## src/rtl/prio_irq_pkg.sv

```systemverilog
package prio_irq_pkg;
    localparam int NSRC   = 8;
    localparam int IDXW   = $clog2(NSRC);
    localparam int NTMR   = 4;
    localparam int NEXT   = 3;
    localparam int DW     = 8;
    localparam int AW     = 2;

    localparam int SRC_RESET = 0;
    localparam int SRC_NMI   = 1;
    localparam int SRC_EXT0  = 2;
    localparam int SRC_MIX5  = 5;

    typedef enum logic [AW-1:0] {
        REG_ENABLE = 2'd0,
        REG_PEND   = 2'd1,
        REG_COND   = 2'd2,
        REG_TPEND  = 2'd3
    } reg_sel_e;

    typedef struct packed {
        logic            valid;
        logic [IDXW-1:0] idx;
    } grant_t;

    function automatic logic [15:0] vec_of(input logic [15:0] top,
                                           input logic [15:0] step,
                                           input logic [IDXW-1:0] idx);
        return top - step * 16'(idx);
    endfunction
endpackage

```

## src/rtl/pirq_sync.sv

```systemverilog
module pirq_sync #(
    parameter int W      = 8,
    parameter int STAGES = 2
) (
    input  logic         clk,
    input  logic         rst,
    input  logic [W-1:0] d,
    output logic [W-1:0] q
);
    logic [STAGES-1:0][W-1:0] stg;

    generate
        if (STAGES == 1) begin : g_one
            always_ff @(posedge clk) begin
                if (rst) stg <= '0;
                else     stg <= d;
            end
        end else begin : g_many
            always_ff @(posedge clk) begin
                if (rst) stg <= '0;
                else     stg <= {stg[STAGES-2:0], d};
            end
        end
    endgenerate

    assign q = stg[STAGES-1];
endmodule

```

## src/rtl/pirq_pending.sv

```systemverilog
module pirq_pending
    import prio_irq_pkg::*;
(
    input  logic                   clk,
    input  logic                   rst,
    input  logic                   nmi_q,
    input  logic [NEXT-1:0]        ext_q,
    input  logic [NEXT-1:0]        ext_pol,
    input  logic                   lvl5,
    input  logic                   lvl6,
    input  logic                   lvl7,
    input  logic [NTMR-1:0]        tmr_irq,
    input  logic [NTMR-1:0]        tmr_en,
    input  logic                   wr_pend,
    input  logic                   wr_tpend,
    input  logic [DW-1:0]          wdata,
    input  logic [NEXT:0]          hw_clr,
    output logic [NSRC-1:1]        pend,
    output logic [NTMR-1:0]        tpend
);
    logic            nmi_prev;
    logic [NEXT-1:0] ext_prev;
    logic [NEXT-1:0] ext_hit;
    logic [NSRC-1:1] set_v, wclr, hclr, pend_q;
    logic [NTMR-1:0] tpend_q, tclr;

    always_ff @(posedge clk) begin
        if (rst) begin
            nmi_prev <= 1'b0;
            ext_prev <= '0;
        end else begin
            nmi_prev <= nmi_q;
            ext_prev <= ext_q;
        end
    end

    genvar k;
    generate
        for (k = 0; k < NEXT; k++) begin : g_edge
            assign ext_hit[k] = ext_pol[k] ? (ext_q[k] & ~ext_prev[k])
                                           : (~ext_q[k] & ext_prev[k]);
        end
    endgenerate

    always_comb begin
        set_v                       = '0;
        set_v[SRC_NMI]              = nmi_q & ~nmi_prev;
        set_v[SRC_EXT0 +: NEXT]     = ext_hit;
        set_v[SRC_MIX5]             = lvl5 | (|(tpend_q & tmr_en));
        set_v[6]                    = lvl6;
        set_v[7]                    = lvl7;

        wclr = '0;
        if (wr_pend) wclr[NSRC-1:SRC_EXT0] = ~wdata[NSRC-1:SRC_EXT0];

        hclr = '0;
        hclr[NEXT+1:1] = hw_clr;

        tclr = wr_tpend ? ~wdata[NTMR-1:0] : '0;
    end

    always_ff @(posedge clk) begin
        if (rst) begin
            pend_q  <= '0;
            tpend_q <= '0;
        end else begin
            pend_q  <= (pend_q & ~wclr & ~hclr) | set_v;
            tpend_q <= (tpend_q & ~tclr) | tmr_irq;
        end
    end

    assign pend  = pend_q;
    assign tpend = tpend_q;

    // NMI flag survives everything except its own acknowledge
    a_r5_nmi_holds: assert property (@(posedge clk) disable iff (rst)
        pend_q[SRC_NMI] && !hw_clr[0] |=> pend_q[SRC_NMI]);

    // writing a one to an edge flag keeps it
    a_r6_write_one_keeps: assert property (@(posedge clk) disable iff (rst)
        wr_pend && wdata[SRC_EXT0] && pend_q[SRC_EXT0] && !hw_clr[1]
        |=> pend_q[SRC_EXT0]);

    // level flags are not cleared by acknowledge
    a_r7_level_sticky: assert property (@(posedge clk) disable iff (rst)
        pend_q[6] && !(wr_pend && !wdata[6]) |=> pend_q[6]);

    // a timer flag stays until software clears it
    a_r8_timer_sticky: assert property (@(posedge clk) disable iff (rst)
        tpend_q[0] && !(wr_tpend && !wdata[0]) |=> tpend_q[0]);
endmodule

```

## src/rtl/pirq_arbiter.sv

```systemverilog
module pirq_arbiter
    import prio_irq_pkg::*;
(
    input  logic            clk,
    input  logic            rst,
    input  logic [NSRC-1:0] active,
    output grant_t          grant
);
    logic [NSRC-1:0] win_oh;

    genvar i;
    generate
        for (i = 0; i < NSRC; i++) begin : g_win
            if (i == 0) begin : g_top
                assign win_oh[i] = active[i];
            end else begin : g_rest
                assign win_oh[i] = active[i] & ~(|active[i-1:0]);
            end
        end
    endgenerate

    always_comb begin
        grant = '0;
        for (int j = NSRC - 1; j >= 0; j--) begin
            if (active[j]) begin
                grant.valid = 1'b1;
                grant.idx   = IDXW'(j);
            end
        end
    end

    // single winner, it is active, nothing lower-indexed is active
    a_r2_onehot: assert property (@(posedge clk) disable iff (rst)
        $onehot0(win_oh));
    a_r2_winner_active: assert property (@(posedge clk) disable iff (rst)
        grant.valid |-> win_oh[grant.idx]);
    a_r2_idle_when_none: assert property (@(posedge clk) disable iff (rst)
        (active == '0) |-> !grant.valid);
endmodule

```

## src/rtl/prio_irq_ctrl.sv

```systemverilog
module prio_irq_ctrl
    import prio_irq_pkg::*;
#(
    parameter logic [15:0] VEC_TOP     = 16'hFFFE,
    parameter logic [15:0] VEC_STEP    = 16'd2,
    parameter int          SYNC_STAGES = 2
) (
    input  logic            clk,
    input  logic            rst,
    input  logic            reset_req,
    input  logic            nmi_pin,
    input  logic [NEXT-1:0] ext_pin,
    input  logic            int5_pin,
    input  logic            int6_pin,
    input  logic            int7_pin,
    input  logic [NTMR-1:0] tmr_irq,
    input  logic            boundary,
    input  logic            ack,
    input  logic            reti,
    input  logic            bus_wr,
    input  logic [AW-1:0]   bus_addr,
    input  logic [DW-1:0]   bus_wdata,
    output logic [DW-1:0]   bus_rdata,
    output logic            irq_req,
    output logic [15:0]     irq_vector
);
    logic [NSRC-1:0]        pin_q;
    logic [NSRC-1:1]        pend;
    logic [NTMR-1:0]        tpend;
    logic [NSRC-1:SRC_EXT0] en_q;
    logic                   gie_q, saved_q;
    logic [NEXT-1:0]        pol_q;
    logic [NTMR-1:0]        tmr_en_q;
    logic [NSRC-1:0]        active;
    logic [NEXT:0]          hw_clr;
    grant_t                 grant;
    logic                   ack_eff;
    logic                   wr_en, wr_pend, wr_cond, wr_tpend;

    pirq_sync #(.W(NSRC), .STAGES(SYNC_STAGES)) u_sync (
        .clk (clk),
        .rst (rst),
        .d   ({int7_pin, int6_pin, int5_pin, ext_pin, nmi_pin, reset_req}),
        .q   (pin_q)
    );

    assign wr_en    = bus_wr && (bus_addr == REG_ENABLE);
    assign wr_pend  = bus_wr && (bus_addr == REG_PEND);
    assign wr_cond  = bus_wr && (bus_addr == REG_COND);
    assign wr_tpend = bus_wr && (bus_addr == REG_TPEND);

    pirq_pending u_pend (
        .clk      (clk),
        .rst      (rst),
        .nmi_q    (pin_q[SRC_NMI]),
        .ext_q    (pin_q[SRC_EXT0 +: NEXT]),
        .ext_pol  (pol_q),
        .lvl5     (pin_q[5]),
        .lvl6     (pin_q[6]),
        .lvl7     (pin_q[7]),
        .tmr_irq  (tmr_irq),
        .tmr_en   (tmr_en_q),
        .wr_pend  (wr_pend),
        .wr_tpend (wr_tpend),
        .wdata    (bus_wdata),
        .hw_clr   (hw_clr),
        .pend     (pend),
        .tpend    (tpend)
    );

    always_comb begin
        active                   = '0;
        active[SRC_RESET]        = pin_q[SRC_RESET];
        active[SRC_NMI]          = pend[SRC_NMI];
        active[NSRC-1:SRC_EXT0]  = pend[NSRC-1:SRC_EXT0] & en_q & {(NSRC-SRC_EXT0){gie_q}};
    end

    pirq_arbiter u_arb (
        .clk    (clk),
        .rst    (rst),
        .active (active),
        .grant  (grant)
    );

    assign irq_req    = grant.valid && ((grant.idx == IDXW'(SRC_RESET)) || boundary);
    assign irq_vector = irq_req ? vec_of(VEC_TOP, VEC_STEP, grant.idx) : 16'h0000;
    assign ack_eff    = ack && irq_req;

    genvar k;
    generate
        for (k = 0; k <= NEXT; k++) begin : g_hwclr
            assign hw_clr[k] = ack_eff && (grant.idx == IDXW'(k + SRC_NMI));
        end
    endgenerate

    always_ff @(posedge clk) begin
        if (rst) begin
            en_q     <= '0;
            gie_q    <= 1'b0;
            saved_q  <= 1'b0;
            pol_q    <= '0;
            tmr_en_q <= '0;
        end else begin
            if (wr_en) en_q <= bus_wdata[NSRC-1:SRC_EXT0];
            if (wr_cond) begin
                pol_q    <= bus_wdata[NEXT-1:0];
                tmr_en_q <= bus_wdata[DW-1:DW-NTMR];
            end
            if (ack_eff) begin
                saved_q <= gie_q;
                gie_q   <= 1'b0;
            end else if (reti) begin
                gie_q   <= saved_q;
            end else if (wr_en) begin
                gie_q   <= bus_wdata[0];
            end
        end
    end

    always_comb begin
        bus_rdata = '0;
        unique case (bus_addr)
            REG_ENABLE: bus_rdata = {en_q, 1'b0, gie_q};
            REG_PEND:   bus_rdata = {pend, pin_q[SRC_RESET]};
            REG_COND:   bus_rdata = {tmr_en_q, saved_q, pol_q};
            REG_TPEND:  bus_rdata = {{(DW-NTMR){1'b0}}, tpend};
            default:    bus_rdata = '0;
        endcase
    end

    // acknowledge saves then clears the global enable
    a_r10_ack_saves: assert property (@(posedge clk) disable iff (rst)
        ack_eff |=> !gie_q && (saved_q == $past(gie_q)));

    // return restores the saved enable
    a_r10_reti_restores: assert property (@(posedge clk) disable iff (rst)
        reti && !ack_eff |=> gie_q == $past(saved_q));

    // away from a boundary only the reset vector is offered
    a_r3_off_boundary: assert property (@(posedge clk) disable iff (rst)
        irq_req && !boundary |-> irq_vector == VEC_TOP);

    // with global enable off only reset and NMI vectors appear
    a_r4_masked: assert property (@(posedge clk) disable iff (rst)
        irq_req && !gie_q |-> irq_vector >= VEC_TOP - VEC_STEP);
endmodule

```

## config.mk

```make
export PLATFORM = sky130hd
export DESIGN_NAME = prio_irq_ctrl
export DESIGN_NICKNAME = d
export VERILOG_FILES = /design/src/rtl/prio_irq_pkg.sv /design/src/rtl/pirq_sync.sv /design/src/rtl/pirq_pending.sv /design/src/rtl/pirq_arbiter.sv /design/src/rtl/prio_irq_ctrl.sv
export SDC_FILE = /design/constraint.sdc
export NUM_CORES = 1
export LEC_CHECK = 0
export BUFFER_PORTS_ARGS = -buffer_cell sky130_fd_sc_hd__buf_2
export CORE_AREA = 2 2 74 76
export DETAILED_ROUTE_END_ITERATION = 10
export DIE_AREA = 0 0 76 78
export GPL_ROUTABILITY_DRIVEN = 1
export GPL_TIMING_DRIVEN = 0
export PLACE_DENSITY = 0.64
export RECOVER_POWER = 25
export SETUP_SLACK_MARGIN = 0.3
export SLEW_MARGIN = 5
export SYNTH_ARGS = -nofsm -noshare
export SYNTH_HDL_FRONTEND = slang
export SYNTH_SLANG_ARGS = --single-unit
```

## constraint.sdc

```tcl
create_clock -name clk -period 1.8 [get_ports clk]
set_input_delay 0.09 -clock clk [delete_from_list [all_inputs] [get_ports clk]]
set_output_delay 0.09 -clock clk [all_outputs]
set_load 0.005 [all_outputs]
```

==> results of run 1 <==
[power by group through the flow]
stage	Combinational (W)	Clock (W)	Sequential, W
final	0.000308	0.000735	0.00109
after floorplan	0.000169	0	0.00111
after global placement	0.000266	0	0.00111
after global routing	0.000340	0.000796	0.00110
after CTS	0.000295	0.000749	0.00109
after detailed placement	0.000269	0	0.00112
[cells in the mapped netlist (5+ instances only)]
| master | number |
|---|---|
| a21oi_1 | 16 |
| a31oi_1 | 5 |
| buf_4 | 13 |
| clkbuf_1 | 6 |
| dfxtp_1 | 46 |
| inv_1 | 7 |
| mux2i_1 | 12 |
| nand2_1 | 22 |
| nand3_1 | 8 |
| nor2_1 | 11 |
| nor2b_1 | 21 |
| o21ai_0 | 16 |
[layout make-up]
class / count / area [um2]
flip-flops and latches: 46 / 937
clock buffers: 5 / 68.8
inverters: 7 / 26.3
fillers: 466 / 2250
repair buffers: 64 / 394
clock inverters: 3 / 40.0
plain buffers: 24 / 156
well taps: 70 / 87.6
multi-input cells: 151 / 1080
[worst min-delay path by stage]
stage / from / endpoint / slack, ps
finish: ext_pin[2] / u_sync.stg[4] / 8
global route: int6_pin / u_sync.stg[6] / 3
CTS: ext_pin[2] / u_sync.stg[4] / 0.5
detailed placement: ext_pin[0] / u_sync.stg[2] / 300
global placement: int7_pin / u_sync.stg[7] / 300
floorplan: reset_req / u_sync.stg[0] / 220
[cell families after synthesis]
group	count (synthesis)	share of synthesized area (%)
DFF	46	44.0
AOI/OAI and AO/OA	51	16.6
buffers and inverters	31	8.07
other	1	0.179
and+or+nand+nor	82	21.6
muxes	16	9.50
[critical path, stage by stage, from the launching register on]
cell and delay, ps:
dfxtp_4 370, nand4b_1 190, and4_4 220, a2bb2oi_4 160
a21oi_2 70, buf_6 130, nor2_4 160, buf_4 130
buf_2 100
[stage by stage]
stage | worst slack [ps] | TNS [ps]
after floorplan | 329 | 0
after global placement | 76.1 | 0
after detailed placement | 53.3 | 0
after CTS | -140 | -1670
after global routing | -189 | -2380
final | -111 | -1260
[metal layers]
metal / GRT usage, % / wire length [um] / vias up
met5: 0 / 0 / -
li1: - / - / 918
met2: 29.1 / 2440 / 58
met3: 4.30 / 288 / 6
met1: 22.1 / 2180 / 847
met4: 5.64 / 68 / 0
[what timing repair did]
item,4_1_cts,5_1_grt
hold buffers,1,1
hold endpoints to repair,1,1
setup buffers,8,4
resized for setup,19,17
gates cloned,1,0
setup endpoints to repair,19,22
pin swaps,5,9
[state kept, by name, indices dropped and copies added (netlist names)]
name,count
en_q,6
gie_q,1
pol_q,3
saved_q,1
tmr_en_q,4
u_pend.ext_prev,3
u_pend.nmi_prev,1
u_pend.pend,7
u_pend.tpend,4
u_sync.q,8
u_sync.stg,8
==> reports/qor.txt, run 1 <==
status -> finished, violations left
failing checks -> setup timing
initial antenna violation count -> 0
library cells used by synthesis -> 43
Final Core Density -> 55.4%
WS Path Type -> reg2out
Max Slew Vio Count -> 0
post-synth top area cell -> dfxtp_1
Clock transition at path regs -> 80 ps
PortBufs -> 50
1st-iter DRT viols -> 54
Startpoint Class -> flip-flop
Tightest Pin Transition -> 595 ps
clock power share -> 34.4%
Synth Area per Inst -> 9.22 um2
Clock Tree Buf Depth -> 2
Highest Clock Rate -> 0.523 GHz
PwrDens -> 764 mW/mm2
share of cells above drive strength 1 -> 40.0%
hold depth -> 2
worst reg2reg endpoint -> saved_q
Max Cap Violations -> 0
Final min period -> 1910 ps
P&R area growth vs syn -> 33.5%
final cell count without fillers -> 370
Critical Path RT -> 1710 ps
Via Count -> 1829
Max VDD drop -> 0.601 mV
Placed Area -> 0.00244 mm2
share of total power in combinational logic -> 14.4%
Core Area -> 0.00504 mm2
endpoints failing setup -> 15
count of final hold-check violations -> 0
Yosys reg bits -> 46
Die Y -> 78 um
ANT cells -> 0
reg2reg path depth -> 9
H-tree levels -> 2
Cells after DPL -> 347
Initial Util -> 41.5%
Tot Pwr -> 0.00213 W
Worst setup startpoint -> u_pend.pend[1]
cell internal pwr -> 0.00163 W
die area -> 0.00593 mm2
final instance area -> 0.00279 mm2
DP HPWL -> 3.57 mm
min-delay worst type -> in2reg
most frequent cells in the layout -> buf_2, dfxtp_1, nand2_1, nor2b_1, buf_4
worst reg2reg setup slack -> 90 ps
Sink Count -> 46
Cells after Synth -> 227
NumNets Final -> 327
part of the Yosys area used for sequential elements -> 44.0%
P_sw -> 0.000501 W
first-pass GRT wire length -> 8.27 mm
antenna-violating nets left -> 0
Reg power frac -> 51.2%
Top FF cell, synth -> dfxtp_1
commonest non-fill, non-tap cell in the layout -> buf_2
CP Max Fanout -> 7
Tot GR Track Use -> 17.4%
CTS tree -> done
final period utilization -> 106%
Final WS setup -> -111 ps
worst path arrival time -> 1820 ps
largest net degree at the start of global routing -> 15
RSZ-0062 raised after global routing -> yes
Post-Syn Area -> 0.00209 mm2
Setup Skew -> 4.04 ps
# rows -> 26
top cells by area, synth -> dfxtp_1, nor2b_1, mux2i_1
CP Capture Type -> primary output
number of global-route vias before repair -> 1733
Static Leak -> 1.20 nW
ys async rst share -> 0%
GRT overflow -> 0
drt wl/cell -> 13.4 um
# DRC -> 0
clock latency on the worst-skew pair -> 290 ps
Yosys top cell area share -> 44.0%
Post-synth EDFFs -> 0
post-synthesis net count -> 255
relative slew slack -> 60.3%
Die X-Extent -> 76 um
Sw Share -> 23.5%
num ports -> 53
worst r2r src -> u_pend.pend[1]
GP Congestion -> 0.836
Pre-Repair DR Iteration Count -> 4
Yosys warning count -> 0
WL final -> 4.97 mm
WHS -> 7.74 ps
CP endpoint -> irq_vector[13]
TritonCTS Buffers -> 5
Avg Vias per Cell -> 4.94
clk root buf -> clkbuf_8
No activity file was read; power rests on OpenSTA's default activity.
==> inputs of run 2 (changes only) <==
CORE_AREA = 2 2 75 77   (was 2 2 74 76)
DIE_AREA = 0 0 77 79   (was 0 0 76 78)
SYNTH_HIERARCHICAL = 1   (was default)
==> reports/qor.txt, run 2 <==
status -> finished, violations left
failing checks -> setup timing
TritonCTS Buffers -> 5
final cell count without fillers -> 387
Yosys top cell area share -> 42.4%
Final WS setup -> -363 ps
Worst setup startpoint -> gie_q
Cells after Synth -> 241
PwrDens -> 746 mW/mm2
critical path depth in cells -> 8
# rows -> 27
final instance area -> 0.00288 mm2
Avg Vias per Cell -> 4.76
Post-Syn Area -> 0.00217 mm2
worst r2r src -> gie_q
Sw Share -> 23.7%
CP Capture Type -> primary output
Slowest-stage cell, CP -> dfxtp_4
Post-synth EDFFs -> 0
critical-path cell list -> and3_4 > nor4_4 > and3b_2 > nor3_4 > o21ai_2 > buf_4 > nor2_1 > buf_2
share of cells above drive strength 1 -> 40.0%
RSZ-0062 raised after global routing -> yes
clk root buf -> clkbuf_8
P_sw -> 0.000509 W
Die X-Extent -> 77 um
fill count -> 530
GP Congestion -> 0.804
Reg power frac -> 50.7%
largest net degree at the start of global routing -> 21
Static Leak -> 1.27 nW
library cells used by synthesis -> 34
worst path arrival time -> 2070 ps
Critical Path RT -> 1710 ps
endpoints failing setup -> 22
post-synthesis net count -> 269
antenna-violating nets left -> 0
1st-iter DRT viols -> 72
worst reg2reg endpoint -> u_pend/pend[4]
reg2reg path depth -> 10
slowest cell delay on critical path -> 380 ps
NumNets Final -> 342
drt wl/cell -> 13.4 um
commonest non-fill, non-tap cell in the layout -> buf_2
GRT overflow -> 0
Clock transition at path regs -> 80 ps
Die Y -> 79 um
CP endpoint -> irq_vector[2]
share of total power in combinational logic -> 15.8%
Placed Area -> 0.00259 mm2
Max VDD drop -> 0.425 mV
top cells by count, synth -> dfxtp_1, buf_4, nor2_1, nand2_1, a21oi_1
min-delay worst type -> in2reg
# DRC -> 0
cell family contributing the most delay on the critical path -> simple AND/OR/NAND/NOR gates
Top FF cell, synth -> dfxtp_1
Via Count -> 1842
WHS -> 7.17 ps
worst reg2reg setup slack -> -280 ps
Initial Util -> 40.7%
WS Path Type -> reg2out
num ports -> 53
Startpoint Class -> flip-flop
relative slew slack -> 41.5%
DP HPWL -> 3.61 mm
Max Slew Vio Count -> 0
ANT cells -> 0
post-synth top area cell -> dfxtp_1
Buf/Inv on CP -> 2
most numerous cell in the Yosys netlist -> dfxtp_1
Tot GR Track Use -> 17.9%
Cells after DPL -> 364
Sink Count -> 46
first-pass GRT wire length -> 8.52 mm
Setup Skew -> 8.22 ps
final period utilization -> 120%
initial antenna violation count -> 0
Highest Clock Rate -> 0.462 GHz
H-tree levels -> 2
number of global-route vias before repair -> 1757
CTS tree -> done
CP Max Fanout -> 8
Tightest Pin Transition -> 878 ps
clock latency on the worst-skew pair -> 300 ps
Final min period -> 2160 ps
PortBufs -> 51
Yosys reg bits -> 46
clock power share -> 33.5%
top cells by area, synth -> dfxtp_1, buf_4, mux2i_1
P&R area growth vs syn -> 32.4%
Pre-Repair DR Iteration Count -> 4
part of the Yosys area used for sequential elements -> 42.4%
most frequent cells in the layout -> buf_2, dfxtp_1, buf_4
Synth Area per Inst -> 9.02 um2
Yosys warning count -> 6
WL final -> 5.20 mm
Max Cap Violations -> 0
Core Area -> 0.00534 mm2
cell internal pwr -> 0.00164 W
ys async rst share -> 0%
count of final hold-check violations -> 0
die area -> 0.00608 mm2
Clock Tree Buf Depth -> 2
## run 2: stage by stage
step	util, %	TNS, ps	total power (W)	setup WS (ps)
final	53.9	-6500	0.00215	-363
after global placement	48.5	-6290	0.00141	-378
after floorplan	-	-660	0.00130	-61.6
after CTS	53.3	-5490	0.00216	-306
after detailed placement	48.5	-6460	0.00142	-387
after global routing	53.9	-8650	0.00225	-448
## run 2: how the worst min path moves through the flow
stage | slack [ps] | endpoint | cells past startpoint | startpoint
after global placement | 290 | u_pend/tpend[1] | 3 | tmr_irq[1]
after CTS | 0.2 | u_sync/stg[5] | 2 | int5_pin
after detailed placement | 300 | u_pend/tpend[3] | 3 | tmr_irq[3]
after floorplan | 160 | tmr_en_q[0] | 1 | rst
after global routing | 2 | u_sync/stg[1] | 2 | nmi_pin
final | 7 | u_sync/stg[1] | 2 | nmi_pin
## run 2: timing repair
item,in CTS,in global routing
endpoints found under the hold margin,7,0
endpoints found under the setup margin,23,23
hold buffers,7,0
gates resized for setup,7,6
setup buffers,6,2
pin swaps,5,1
## run 2: cell families after synthesis
kind of cell           synth area share [%]
AND/OR/NAND/NOR                        25.7
multiplexers                           9.90
buffers and inverters                  11.2
other                                 0.173
flip-flops                             42.4
AO/OA/AOI/OAI                          10.7
## run 2: layout make-up
cell class | count | area, um2 | share of cell area, %
Buffer | 29 | 214 | 7.43
Clock buffer | 8 | 110 | 3.83
Inverter | 9 | 36.3 | 1.26
Multi-Input combinational cell | 157 | 1100 | 38.2
Sequential cell | 46 | 925 | 32.1
Tap cell | 72 | 90.1 | 3.13
Timing Repair Buffer | 66 | 403 | 14.0
## run 2: power groups by stage
stage                     clock, W  combinational [W]  sequential, W
after floorplan                  0           0.000192        0.00110
after global placement           0           0.000300        0.00111
after detailed placement         0           0.000304        0.00111
after CTS                 0.000743           0.000330        0.00109
after global routing      0.000786           0.000374        0.00109
final                     0.000719           0.000338        0.00109
## run 2: metal layers
metal / wire, um / up-vias / GRT usage, % / part of all wire [%]
met4: 58 / 0 / 4.82 / 1.1
met3: 269 / 6 / 4.20 / 5.2
met5: 0 / - / 0 / 0
li1: - / 939 / - / -
met2: 2470 / 50 / 31.3 / 48
met1: 2400 / 847 / 22.2 / 46
==> inputs of run 3 (changes only) <==
CORE_AREA = 2 2 73 75   (was 2 2 75 77)
DIE_AREA = 0 0 75 77   (was 0 0 77 79)
PLACE_DENSITY = 0.67   (was 0.64)
==> reports/qor.txt, run 3 (synthesis results as in run 2) <==
P_sw -> 0.000503 W
antenna-violating nets left -> 0
Tot Pwr -> 0.00206 W
first-pass GRT wire length -> 8.27 mm
clock latency on the worst-skew pair -> 290 ps
Static Leak -> 1.24 nW
cell internal pwr -> 0.00156 W
Final min period -> 2100 ps
TritonCTS Buffers -> 5
Clock Tree Buf Depth -> 2
Avg Vias per Cell -> 4.88
slowest cell delay on critical path -> 390 ps
Max VDD drop -> 0.640 mV
Sink Count -> 46
clk root buf -> clkbuf_8
Slowest-stage cell, CP -> dfxtp_4
status -> finished, violations left
largest net degree at the start of global routing -> 21
final period utilization -> 117%
P&R area growth vs syn -> 30.4%
reg2reg path depth -> 10
initial antenna violation count -> 0
critical path depth in cells -> 8
PwrDens -> 727 mW/mm2
GP Congestion -> 0.814
cell family contributing the most delay on the critical path -> simple AND/OR/NAND/NOR gates
Die Y -> 77 um
fill count -> 460
NumNets Final -> 336
Buf/Inv on CP -> 2
final instance area -> 0.00283 mm2
# rows -> 26
Die X-Extent -> 75 um
PortBufs -> 51
WL final -> 5.02 mm
final cell count without fillers -> 379
share of total power in combinational logic -> 16.4%
relative slew slack -> 39.5%
critical-path cell list -> and3_4 > nor4_4 > and3b_2 > nor3_4 > o21ai_2 > buf_6 > nor2_2 > buf_2
H-tree levels -> 2
failing checks -> setup timing
worst path arrival time -> 2010 ps
WHS -> 0.139 ps
Placed Area -> 0.00258 mm2
Sw Share -> 24.4%
Highest Clock Rate -> 0.475 GHz
Core Area -> 0.00498 mm2
DP HPWL -> 3.51 mm
CP Max Fanout -> 8
hold depth -> 3
hold_sp -> tmr_irq[3]
Critical Path RT -> 1710 ps
Max Cap Violations -> 0
endpoints failing setup -> 20
drt wl/cell -> 13.2 um
ANT cells -> 0
Startpoint Class -> flip-flop
die area -> 0.00578 mm2
1st-iter DRT viols -> 158
WS Path Type -> reg2out
worst reg2reg setup slack -> -280 ps
Tot GR Track Use -> 18.4%
clock power share -> 30.7%
Hold Path End -> u_pend/tpend[3]
RSZ-0062 raised after global routing -> yes
Cells after DPL -> 362
count of final hold-check violations -> 0
num ports -> 53
GRT overflow -> 0
Pre-Repair DR Iteration Count -> 5
commonest non-fill, non-tap cell in the layout -> buf_2
most frequent cells in the layout -> buf_2, dfxtp_1, buf_4
CTS tree -> done
worst r2r src -> gie_q
CP Capture Type -> primary output
share of cells above drive strength 1 -> 41.7%
Clock transition at path regs -> 80 ps
Initial Util -> 43.7%
Final WS setup -> -305 ps
Max Slew Vio Count -> 0
# DRC -> 0
Setup Skew -> 5.10 ps
Via Count -> 1849
worst reg2reg endpoint -> u_pend/pend[4]
min-delay worst type -> in2reg
Reg power frac -> 52.9%
number of global-route vias before repair -> 1740
Tightest Pin Transition -> 907 ps
==> run 3: cell types whose count changed in the layout (fill, tap and decap cells not counted), moves of 2 or more <==
cell	before	now
nor3_1	2	0
dlygate4sd3_1	7	2
nor3_2	0	2
clkbuf_8	8	6
buf_4	27	25
nor2_1	20	18
nor2_2	2	4
==> run 3: power groups by stage <==
stage / sequential (W) / clock (W) / combinational [W]
2_1_floorplan: 0.00110 / 0 / 0.000192
3_3_place_gp: 0.00111 / 0 / 0.000300
3_5_place_dp: 0.00111 / 0 / 0.000302
4_1_cts: 0.00109 / 0.000646 / 0.000331
5_1_grt: 0.00110 / 0.000690 / 0.000373
6_report: 0.00109 / 0.000632 / 0.000337
==> run 3: per-stage QoR <==
| stage | setup WS, ps | util, % | setup TNS (ps) |
|---|---|---|---|
| final | -305 | 56.9 | -5510 |
| after global routing | -460 | 56.9 | -8650 |
| after CTS | -272 | 56.5 | -4650 |
| after detailed placement | -370 | 51.9 | -6150 |
| after global placement | -369 | 51.9 | -6160 |
| after floorplan | -61.6 | - | -660 |
==> run 3: worst register-to-register path: cells and delay by family (launching register included) <==
family | cells | cell delay [ps]
simple gates | 5 | 1000
flops | 1 | 390
buf+inv | 2 | 240
compound gates | 3 | 310
==> run 3: metal layers <==
layer | share of wire (%) | wire (um) | GRT usage, % | up-vias
met4 | 1.2 | 62 | 5.18 | 0
met1 | 44 | 2230 | 23.4 | 855
li1 | - | - | - | 925
met3 | 6.0 | 302 | 4.07 | 8
met5 | 0 | 0 | 0 | -
met2 | 48 | 2420 | 30.7 | 61
==> run 3: worst max-delay path by stage <==
stage	start	end	slack, ps
after floorplan	gie_q	u_pend/pend[4]	-60
after global placement	gie_q	irq_vector[5]	-370
after detailed placement	gie_q	irq_vector[6]	-370
after CTS	gie_q	irq_vector[6]	-270
after global routing	gie_q	irq_vector[5]	-460
final	gie_q	irq_vector[2]	-300
==> run 3: what timing repair did <==
| item | CTS | global route |
|---|---|---|
| gates resized for setup | 19 | 2 |
| endpoints found under the setup margin | 23 | 23 |
| endpoints found under the hold margin | 1 | 1 |
| cloned | 0 | 0 |
| setup buffers | 6 | 1 |
| pin swaps | 7 | 3 |
| hold buffers | 1 | 1 |
==> run 3: cell type report <==
| cell class | instances | area (um2) | share of cell area [%] |
|---|---|---|---|
| inverters | 9 | 36.3 | 1.28 |
| repair buffers | 60 | 349 | 12.3 |
| clock buffers | 7 | 86.3 | 3.05 |
| well taps | 70 | 87.6 | 3.09 |
| flip-flops and latches | 46 | 925 | 32.6 |
| clock inverters | 1 | 5.00 | 0.177 |
| plain buffers | 29 | 214 | 7.55 |
| multi-input cells | 157 | 1130 | 39.9 |
